==> src/rtl/vgl_pkg.sv <==
package vgl_pkg;
  typedef enum logic [1:0] {
    REQ_NONE = 2'd0,
    REQ_UP   = 2'd1,
    REQ_DN   = 2'd2
  } req_e;
endpackage

==> src/rtl/vgl_ref_judge.sv <==
module vgl_ref_judge #(
  parameter int NUM_REF = 4,
  parameter int REF_W   = 10
) (
  input  logic                     clk,
  input  logic                     rst_n,
  input  logic [NUM_REF-1:0]       ref_mask,
  input  logic [NUM_REF*REF_W-1:0] target,
  input  logic [NUM_REF*REF_W-1:0] value,
  input  logic [NUM_REF-1:0]       valid,
  input  logic                     line_end,
  output logic                     req_up,
  output logic                     req_dn
);
  logic [NUM_REF-1:0] seen_q, seen_d;
  logic [NUM_REF-1:0] high_q, high_d;
  logic [NUM_REF-1:0] low_q,  low_d;

  for (genvar i = 0; i < NUM_REF; i++) begin : g_ref
    logic [REF_W-1:0] v, t;
    assign v = value[i*REF_W +: REF_W];
    assign t = target[i*REF_W +: REF_W];
    always_comb begin
      seen_d[i] = seen_q[i];
      high_d[i] = high_q[i];
      low_d[i]  = low_q[i];
      if (line_end) begin
        seen_d[i] = 1'b0;
        high_d[i] = 1'b0;
        low_d[i]  = 1'b0;
      end
      if (valid[i]) begin
        seen_d[i] = 1'b1;
        high_d[i] = (v > t);
        low_d[i]  = (v < t);
      end
    end
  end

  always_ff @(posedge clk or negedge rst_n) begin
    if (!rst_n) begin
      seen_q <= '0;
      high_q <= '0;
      low_q  <= '0;
    end else begin
      seen_q <= seen_d;
      high_q <= high_d;
      low_q  <= low_d;
    end
  end

  assign req_dn = |(ref_mask & seen_q & high_q);
  assign req_up = (|ref_mask) && (&(~ref_mask | (seen_q & low_q)));

  assert_clear_R4: assert property (@(posedge clk) disable iff (!rst_n)
    (line_end && (valid == '0)) |=> (seen_q == '0));
endmodule

==> src/rtl/vgl_gain_ctrl.sv <==
module vgl_gain_ctrl
  import vgl_pkg::*;
#(
  parameter int GAIN_W    = 14,
  parameter int FRAC_W    = 12,
  parameter int CNT_W     = 8,
  parameter int GAIN_MIN  = 1024,
  parameter int GAIN_MAX  = 12288
) (
  input  logic              clk,
  input  logic              rst_n,
  input  logic              enable,
  input  logic              line_end,
  input  logic              req_up,
  input  logic              req_dn,
  input  logic [GAIN_W-1:0] up_step,
  input  logic [CNT_W-1:0]  up_delay,
  input  logic [GAIN_W-1:0] dn_step,
  input  logic [CNT_W-1:0]  dn_delay,
  output logic [GAIN_W-1:0] gain
);
  localparam int GW1 = GAIN_W + 1;
  localparam int RUN_W = CNT_W + 1;
  localparam logic [GW1-1:0] G_MIN = GW1'(GAIN_MIN);
  localparam logic [GW1-1:0] G_MAX = GW1'(GAIN_MAX);
  localparam logic [GAIN_W-1:0] G_UNITY = GAIN_W'(1 << FRAC_W);
  localparam logic [RUN_W-1:0] RUN_MAX = {RUN_W{1'b1}};

  req_e             dir_q, dir_d;
  logic [RUN_W-1:0] run_q, run_d;
  logic [GAIN_W-1:0] gain_q, gain_d;
  logic [GW1-1:0]   up_sum, dn_floor;

  assign up_sum   = {1'b0, gain_q} + {1'b0, up_step};
  assign dn_floor = {1'b0, dn_step} + G_MIN;

  always_comb begin
    dir_d  = dir_q;
    run_d  = run_q;
    gain_d = gain_q;
    if (!enable) begin
      dir_d = REQ_NONE;
      run_d = '0;
    end else if (line_end) begin
      dir_d = req_dn ? REQ_DN : (req_up ? REQ_UP : REQ_NONE);
      if (dir_d == REQ_NONE)      run_d = '0;
      else if (dir_d != dir_q)    run_d = RUN_W'(1);
      else if (run_q != RUN_MAX)  run_d = run_q + RUN_W'(1);
      if (dir_d == REQ_UP && run_d > {1'b0, up_delay}) begin
        gain_d = (up_sum > G_MAX) ? G_MAX[GAIN_W-1:0] : up_sum[GAIN_W-1:0];
      end else if (dir_d == REQ_DN && run_d > {1'b0, dn_delay}) begin
        gain_d = ({1'b0, gain_q} < dn_floor) ? G_MIN[GAIN_W-1:0] : gain_q - dn_step;
      end
    end
  end

  always_ff @(posedge clk or negedge rst_n) begin
    if (!rst_n) begin
      dir_q  <= REQ_NONE;
      run_q  <= '0;
      gain_q <= G_UNITY;
    end else begin
      dir_q  <= dir_d;
      run_q  <= run_d;
      gain_q <= gain_d;
    end
  end

  assign gain = gain_q;

  assert_gain_range_R8: assert property (@(posedge clk) disable iff (!rst_n)
    ({1'b0, gain_q} >= G_MIN) && ({1'b0, gain_q} <= G_MAX));
  assert_gain_hold_R9: assert property (@(posedge clk) disable iff (!rst_n)
    !(line_end && enable) |=> $stable(gain_q));
  assert_dn_never_rises_R3: assert property (@(posedge clk) disable iff (!rst_n)
    (line_end && enable && req_dn) |=> (gain_q <= $past(gain_q)));
  assert_up_never_falls_R5: assert property (@(posedge clk) disable iff (!rst_n)
    (line_end && enable && req_up && !req_dn) |=> (gain_q >= $past(gain_q)));
endmodule

==> src/rtl/vgl_scaler.sv <==
module vgl_scaler #(
  parameter int SAMPLE_W = 10,
  parameter int GAIN_W   = 14,
  parameter int FRAC_W   = 12
) (
  input  logic                clk,
  input  logic                rst_n,
  input  logic [SAMPLE_W-1:0] sample_in,
  input  logic                sample_valid,
  input  logic [GAIN_W-1:0]   gain,
  output logic [SAMPLE_W-1:0] sample_out,
  output logic                out_valid
);
  localparam int PROD_W = SAMPLE_W + GAIN_W;
  localparam int SHR_W  = PROD_W - FRAC_W;

  logic [PROD_W-1:0]   prod;
  logic [SHR_W-1:0]    scaled;
  logic [SAMPLE_W-1:0] clip_d, out_q;
  logic                vld_q;

  assign prod   = PROD_W'(sample_in) * PROD_W'(gain);
  assign scaled = prod[PROD_W-1:FRAC_W];

  always_comb begin
    if (scaled > SHR_W'({SAMPLE_W{1'b1}})) clip_d = {SAMPLE_W{1'b1}};
    else                                    clip_d = scaled[SAMPLE_W-1:0];
  end

  always_ff @(posedge clk or negedge rst_n) begin
    if (!rst_n) begin
      out_q <= '0;
      vld_q <= 1'b0;
    end else begin
      vld_q <= sample_valid;
      if (sample_valid) out_q <= clip_d;
    end
  end

  assign sample_out = out_q;
  assign out_valid  = vld_q;

  assert_out_latency_R2: assert property (@(posedge clk) disable iff (!rst_n)
    sample_valid |=> out_valid);
  assert_out_idle_R2: assert property (@(posedge clk) disable iff (!rst_n)
    !sample_valid |=> !out_valid);
endmodule

==> src/rtl/vgl_top.sv <==
module vgl_top #(
  parameter int SAMPLE_W = 10,
  parameter int GAIN_W   = 14,
  parameter int FRAC_W   = 12,
  parameter int NUM_REF  = 4,
  parameter int REF_W    = 10,
  parameter int CNT_W    = 8,
  parameter int GAIN_MIN = 1024,
  parameter int GAIN_MAX = 12288
) (
  input  logic                     clk,
  input  logic                     rst_n,
  input  logic                     cfg_enable,
  input  logic [NUM_REF-1:0]       cfg_ref_mask,
  input  logic [NUM_REF*REF_W-1:0] cfg_target,
  input  logic [GAIN_W-1:0]        cfg_up_step,
  input  logic [CNT_W-1:0]         cfg_up_delay,
  input  logic [GAIN_W-1:0]        cfg_dn_step,
  input  logic [CNT_W-1:0]         cfg_dn_delay,
  input  logic [NUM_REF*REF_W-1:0] meas_value,
  input  logic [NUM_REF-1:0]       meas_valid,
  input  logic                     line_end,
  input  logic [SAMPLE_W-1:0]      sample_in,
  input  logic                     sample_valid,
  output logic [SAMPLE_W-1:0]      sample_out,
  output logic                     out_valid,
  output logic [GAIN_W-1:0]        gain
);
  logic [1:0] rst_sync_q;
  logic       rst_int_n;
  logic       req_up, req_dn;

  always_ff @(posedge clk or negedge rst_n) begin
    if (!rst_n) rst_sync_q <= 2'b00;
    else        rst_sync_q <= {rst_sync_q[0], 1'b1};
  end
  assign rst_int_n = rst_sync_q[1];

  vgl_ref_judge #(.NUM_REF(NUM_REF), .REF_W(REF_W)) u_judge (
    .clk      (clk),
    .rst_n    (rst_int_n),
    .ref_mask (cfg_ref_mask),
    .target   (cfg_target),
    .value    (meas_value),
    .valid    (meas_valid),
    .line_end (line_end),
    .req_up   (req_up),
    .req_dn   (req_dn)
  );

  vgl_gain_ctrl #(
    .GAIN_W(GAIN_W), .FRAC_W(FRAC_W), .CNT_W(CNT_W),
    .GAIN_MIN(GAIN_MIN), .GAIN_MAX(GAIN_MAX)
  ) u_ctrl (
    .clk      (clk),
    .rst_n    (rst_int_n),
    .enable   (cfg_enable),
    .line_end (line_end),
    .req_up   (req_up),
    .req_dn   (req_dn),
    .up_step  (cfg_up_step),
    .up_delay (cfg_up_delay),
    .dn_step  (cfg_dn_step),
    .dn_delay (cfg_dn_delay),
    .gain     (gain)
  );

  vgl_scaler #(.SAMPLE_W(SAMPLE_W), .GAIN_W(GAIN_W), .FRAC_W(FRAC_W)) u_scale (
    .clk          (clk),
    .rst_n        (rst_int_n),
    .sample_in    (sample_in),
    .sample_valid (sample_valid),
    .gain         (gain),
    .sample_out   (sample_out),
    .out_valid    (out_valid)
  );
endmodule

==> config.mk <==
export PLATFORM = sky130hd
export DESIGN_NAME = vgl_top
export DESIGN_NICKNAME = d
export VERILOG_FILES = /design/src/rtl/vgl_pkg.sv /design/src/rtl/vgl_ref_judge.sv /design/src/rtl/vgl_gain_ctrl.sv /design/src/rtl/vgl_scaler.sv /design/src/rtl/vgl_top.sv
export SDC_FILE = /design/constraint.sdc
export NUM_CORES = 1
export LEC_CHECK = 0
export BUFFER_PORTS_ARGS = -buffer_cell sky130_fd_sc_hd__buf_2
export CORE_MARGIN = 5
export CORE_UTILIZATION = 53
export DETAILED_ROUTE_END_ITERATION = 7
export PLACE_DENSITY = 0.87
export SYNTH_ARGS = -nofsm -noshare
export SYNTH_HDL_FRONTEND = slang
export SYNTH_SLANG_ARGS = --single-unit
==> constraint.sdc <==
create_clock -name clk -period 1.5 [get_ports clk]
set_input_delay 0.3 -clock clk [delete_from_list [all_inputs] [get_ports clk]]
set_output_delay 0.3 -clock clk [all_outputs]
set_load 0.02 [all_outputs]
Yosys cells after proc, flatten, opt, wreduce, memory -nomap -nowiden. Index checks and enable logic that the tools add are counted.

Reductions and logical operators: 13. Multiply operators: 1. Shifts and indexed selects: 0. Eq/ne operators: 5. Add/subtract/negate cells: 4. Bitwise gates (word level): 5. Div/mod/pow operators: 0. Order comparisons: 13. Multiplexer cells: 29.

Operators with widths (count): $mux W9 (7); $mux W14 (4); $gt A10 B10 Y1 (4); $lt A10 B10 Y1 (4); $mul A10 B14 Y24 (1); $gt A9 B8 Y1 (2); $add A14 B11 Y15 const B (1); $add A14 B14 Y15 (1); $gt A15 B14 Y1 const B (1); $lt A14 B15 Y1 (1); $mux W1 (14); $sub A14 B14 Y14 (1); $and A4 B4 Y4 (3); $gt A12 B10 Y1 const B (1); $mux W10 (1); $reduce_bool A2 Y1 (5); $add A9 B1 Y9 const B (1); $ne A9 B9 Y1 const B (1); $reduce_or A4 Y1 (2); $mux W2 (3); $not A4 Y4 (1); $or A4 B4 Y4 (1); $reduce_and A4 Y1 (1); $logic_and A1 B1 Y1 (3); 6 further kinds (6).

Memories: 0. ROM bits: 0. Flip-flop bits (word level): 50. Input port bits: 147. Bits in latches: 0. Word-level logic and storage cells: 88. Output and inout port bits: 25. Memory bits (writable): 0.

Logic depth before layout (Yosys ltp).
Depth after elaboration: 15. Depth in mapped cells: 22. Mapped depth without buffers: 21.

Cells and area by module. A second synthesis with hierarchy kept.

Cell total of the unflattened synthesis: 1130. Area, all modules: 9670.5 µm².

Modules (own cells, without submodules): vgl_scaler (cells each 518, times used 1, sequential area each 275.3 µm², area each 4645.7 µm²); vgl_gain_ctrl (cells each 414, times used 1, sequential area each 626.9 µm², area each 3403.3 µm²); vgl_ref_judge (cells each 195, times used 1, sequential area each 300.3 µm², area each 1567.8 µm²); vgl_top (cells each 3, times used 1, sequential area each 50.0 µm², area each 53.8 µm²).

Worst setup path after synthesis. No wires, ideal clock.

Path kind: flip-flop to flip-flop. Start point: register u_ctrl.gain_q[5], in the netlist u_ctrl.gain[5]. End point: register u_scale.out_q[0], in the netlist u_scale.sample_out[0]. Buffers on the path: 1. Clock period less this slack: 5502 ps. Setup time: 141 ps. Stages on the path, launching flop included: 22. Setup slack: -4002 ps. Arrival time: 5360 ps. Data required time: 1359 ps. Cell sequence: dfrtp_1 clkbuf_1 nand2_1 fa_1 inv_1 fa_1 inv_1 fa_1 inv_1 fa_1 inv_1 fa_1 inv_1 ha_1 a211oi_1 o21ai_0 o211ai_1 a211o_1 a21oi_1 nor2_1 o211ai_2 a31oi_1.

Cells in the longest elaborated chain, start to end: 3.

RTL lines: from (decl) (RTL line vgl_gain_ctrl.sv:31) `logic [GAIN_W-1:0] gain_q, gain_d;`; from (signal assigned) (RTL line vgl_gain_ctrl.sv:65) `gain_q <= gain_d;`; $mul A10 B14 Y24 * (RTL line vgl_scaler.sv:22) `assign prod = PROD_W'(sample_in) * PROD_W'(gain);`; $gt A12 B10 Y1 (RTL line vgl_scaler.sv:26) `if (scaled > SHR_W'({SAMPLE_W{1'b1}})) clip_d = {SAMPLE_W{1'b1}};`; $mux W10 * (RTL line vgl_scaler.sv:26); to (signal assigned) (RTL line vgl_scaler.sv:36) `if (sample_valid) out_q <= clip_d;`; to (decl) (RTL line vgl_scaler.sv:19) `logic [SAMPLE_W-1:0] clip_d, out_q;`.

Every way passes the cells marked *; elsewhere a longest branch is shown, timed or not. A chain may end at the register's enable or synchronous reset.

Worst setup path after layout.
Start point: register u_ctrl.gain_q[4], in the netlist u_ctrl.gain[4]. End point: register u_scale.out_q[5], in the netlist u_scale.sample_out[5].

The elaborated chain is that of the path after synthesis.

==> summary.md <==
| Metric | Value |
|---|---|
| Largest net degree at the start of global routing | `21` |
| Worst vdd ir | `0.524 mV` |
| Hold Crit Class | `input pin to register` |
| Clk sinks | `50` |
| PnR worst setup slack | `-4.06 ns` |
| I/O Buffers | `171` |
| TritonRoute pass-1 iters | `5` |
| Gr usage total | `31.8%` |
| Hold Fails Final Rpt | `0` |
| Power density over the cells | `443 nW/µm²` |
| Vias/cell | `6.00` |
| Core Util, Final | `78.6%` |
| FMAX | `180 MHz` |
| GRT Residual Overflow | `0` |
| N_diodes | `0` |
| Starting density of the core | `54.3%` |
| Detailed Place HPWL | `23000 µm` |
| Vias after detailed routing | `10500` |
| Drt wl/cell | `20.3 µm` |
| Max Slew Vio Count | `0` |
| Total Die Area | `20600 µm²` |
| DR iter-0 viols | `867` |
| Final worst path period share | `371%` |
| Main flop type after synthesis | `dfrtp_1` |
| First-pass GRT wire length | `52500 µm` |
| Async set-or-reset flop fraction in the synthesized netlist | `100%` |
| Post-synth top area share | `20.1%` |
| Layout Skew | `0.00483 ns` |
| RSZ-0062 raised after global routing | `yes` |
| Worst-path clk slew | `0.08 ns` |
| Depth of the most critical reg-to-reg path | `18` |
| Most frequent CP cell | `fa_1` |
| Vias in the first global route | `11300` |
| Fillers | `942` |
| Worst EP arrival | `5.72 ns` |
| Post-route ant nets | `0` |
| CP endpoint kind | `register` |
| Cell leakage power | `7.41 nW` |
| Layout cell share with drive strength beyond 1 | `39.6%` |
| Top cell family by delay on the critical path | `adder cells` |
| DRC | `0` |
| Core Area | `17400 µm²` |
| Post-Syn Nets | `1501` |
| Routed Wire Length | `35400 µm` |
| Routability Congestion | `0.941` |
| Clk_lat worst skew | `0.31 ns` |
| Status | `finished with violations` |
| CP bufs+invs | `2` |
| Syn Inst Count | `1113` |
| Most frequent cells in the layout | `buf_4, inv_1, buf_2` |
| Rel. slew slack | `51.6%` |
| Synth area leaders | `fa_1, ha_1, dfrtp_1` |
| Ports | `172` |
| Most common cell after layout, fill and taps aside | `buf_4` |
| Synth-to-Final Area Change | `44.9%` |
| Post-route minimum period | `5.56 ns` |
| Yosys reg bits | `50` |
| H-tree depth | `2` |
| Post-synthesis sequential area ratio | `13.2%` |
| Hold depth | `2` |
| CTS tree | `built` |
| Crit-path max FO | `8` |
| Crit Path Category | `register to register` |
| Total Power | `6.07 mW` |
| Die height | `144 µm` |
| Antenna violations before repair | `1` |
| Die W | `144 µm` |
| Max Cap Viol | `0` |
| CTS root buf | `clkbuf_16` |
| Count of final setup violators | `42` |
| Post-synth cell types | `77` |
| Site row count | `48` |
| CP max stage delay | `0.59 ns` |
| Critical-path cell list | `and2_4, fa_1, fa_1, fa_1, fa_1, inv_1, fa_1, inv_1, ha_1, nand4_1, nor2_2, a21o_1, a31oi_2, a211o_1, a21oi_4, or3_4, o211ai_4, a31oi_1` |
| Placed cells | `1686` |
| Clock buffer count from CTS | `5` |
| CP Depth | `18` |
| Synthesized cell area | `9460 µm²` |
| Post-synth EDFFs | `0` |
| Nets | `1904` |
| Worst EP required | `1.66 ns` |
| Worst-Margin Slew | `0.720 ns` |
| Design area | `13700 µm²` |
| Warnings from Yosys | `0` |
| DP Area | `12500 µm²` |
| Critical Path Source Type | `register` |
| Leading area contributor after synthesis | `fa_1` |
| Failing checks | `negative setup slack` |
| Maximum clock path buffer count | `2` |
| Crit-path slowest cell | `fa_1` |
| Finished Layout Cells | `1742` |
| Avg Cell Area, Syn | `8.50 µm²` |
[logic make-up after synthesis]
group / count (synthesis) / share of synthesized area (%)
other: 1 / 0.0397
adder cells (fa/ha/maj): 241 / 39.4
AND/OR/NAND/NOR: 343 / 18.5
XOR/XNOR: 38 / 3.52
buffers and inverters: 225 / 9.12
multiplexers: 8 / 0.860
flip-flops: 50 / 13.2
AO/OA/AOI/OAI: 207 / 15.3
[flip-flops by register name, indices dropped and copies added, names as in the netlist, 2 cells and up]
name / count
rst_sync_q: 2
u_judge.seen_q: 4
u_judge.low_q: 4
u_ctrl.run_q: 9
u_ctrl.gain: 14
u_judge.high_q: 4
u_ctrl.dir_q: 2
u_scale.sample_out: 10
[cell type report]
cell class	count	area, µm²	share of cell area [%]
multi-input combinational	839	8140	59.4
timing repair buffer	430	3100	22.6
sequential	50	1270	9.26
inverter	190	741	5.41
tap	225	282	2.06
clock buffer	5	125	0.913
clock inverter	3	47.5	0.347
[through the flow]
stage / hold slack (ns) / worst slack [ns] / setup TNS [ns]
finish: 0.207 / -4.06 / -73.89
global route: 0.234 / -4.19 / -78.36
CTS: 0.200 / -3.77 / -67.69
detailed placement: 0.0904 / -3.91 / -72.28
global placement: 0.0862 / -3.69 / -67.79
floorplan: 0.00441 / -3.58 / -63.24
[worst register-to-register path: cells and delay by family (launching register included)]
family | cells | cell delay, ns
buffers and inverters | 2 | 0.10
AND/OR/NAND/NOR | 4 | 0.84
adder cells (fa/ha/maj) | 6 | 2.90
AO/OA/AOI/OAI | 6 | 1.09
flip-flops | 1 | 0.48
[repair_timing]
action / CTS / global route
pin swaps: 27 / 69
setup buffers: 21 / 29
hold buffers: 1 / 0
endpoints found under the setup margin: 39 / 46
hold endpoints to repair: 2 / 0
resized for setup: 82 / 82
cloned: 1 / 1
[power by group]
group | internal, mW | switching [mW]
registers | 1.46 | 0.108
clock network | 0.800 | 0.635
logic | 1.45 | 1.63
total | 3.71 | 2.37
[routing by layer]
metal,track usage [%],part of all wire (%)
met1,33.6,34
met2,57.9,50
met3,5.89,7.8
met4,19.8,8.0
met5,0,0.034
[worst paths after layout]
check                                from               endpoint  slack [ns]
setup / recovery           u_ctrl.gain[4]  u_scale.sample_out[5]       -4.06
hold / removal              meas_valid[0]      u_judge.high_q[0]        0.21
setup reg to reg           u_ctrl.gain[4]  u_scale.sample_out[5]       -4.06
hold reg to reg             rst_sync_q[1]        u_ctrl.run_q[2]        0.28
max in group asynchronous   rst_sync_q[1]  u_scale.sample_out[1]        0.61
min in group asynchronous   rst_sync_q[1]        u_ctrl.run_q[2]        0.28
[cell usage after synthesis (all sizes together) (4+ instances only)]
| master | n |
|---|---|
| o31ai | 7 |
| dfrtp | 49 |
| nand3 | 24 |
| fa | 95 |
| xor2 | 19 |
| a31oi | 17 |
| nor2 | 40 |
| nor3b | 4 |
| a2111oi | 8 |
| o21ai | 45 |
| or3 | 6 |
| and3 | 6 |
| nor3 | 24 |
| a21o | 30 |
| nand4 | 19 |
| or2 | 4 |
| xnor2 | 19 |
| nand2 | 114 |
| clkbuf | 30 |
| o211ai | 7 |
| or4 | 4 |
| mux2i | 7 |
| a21oi | 49 |
| a21boi | 4 |
| and2 | 68 |
| buf | 5 |
| ha | 146 |
| nor2b | 19 |
| inv | 189 |
| o21a | 15 |
(Power assumes the default switching activity.)
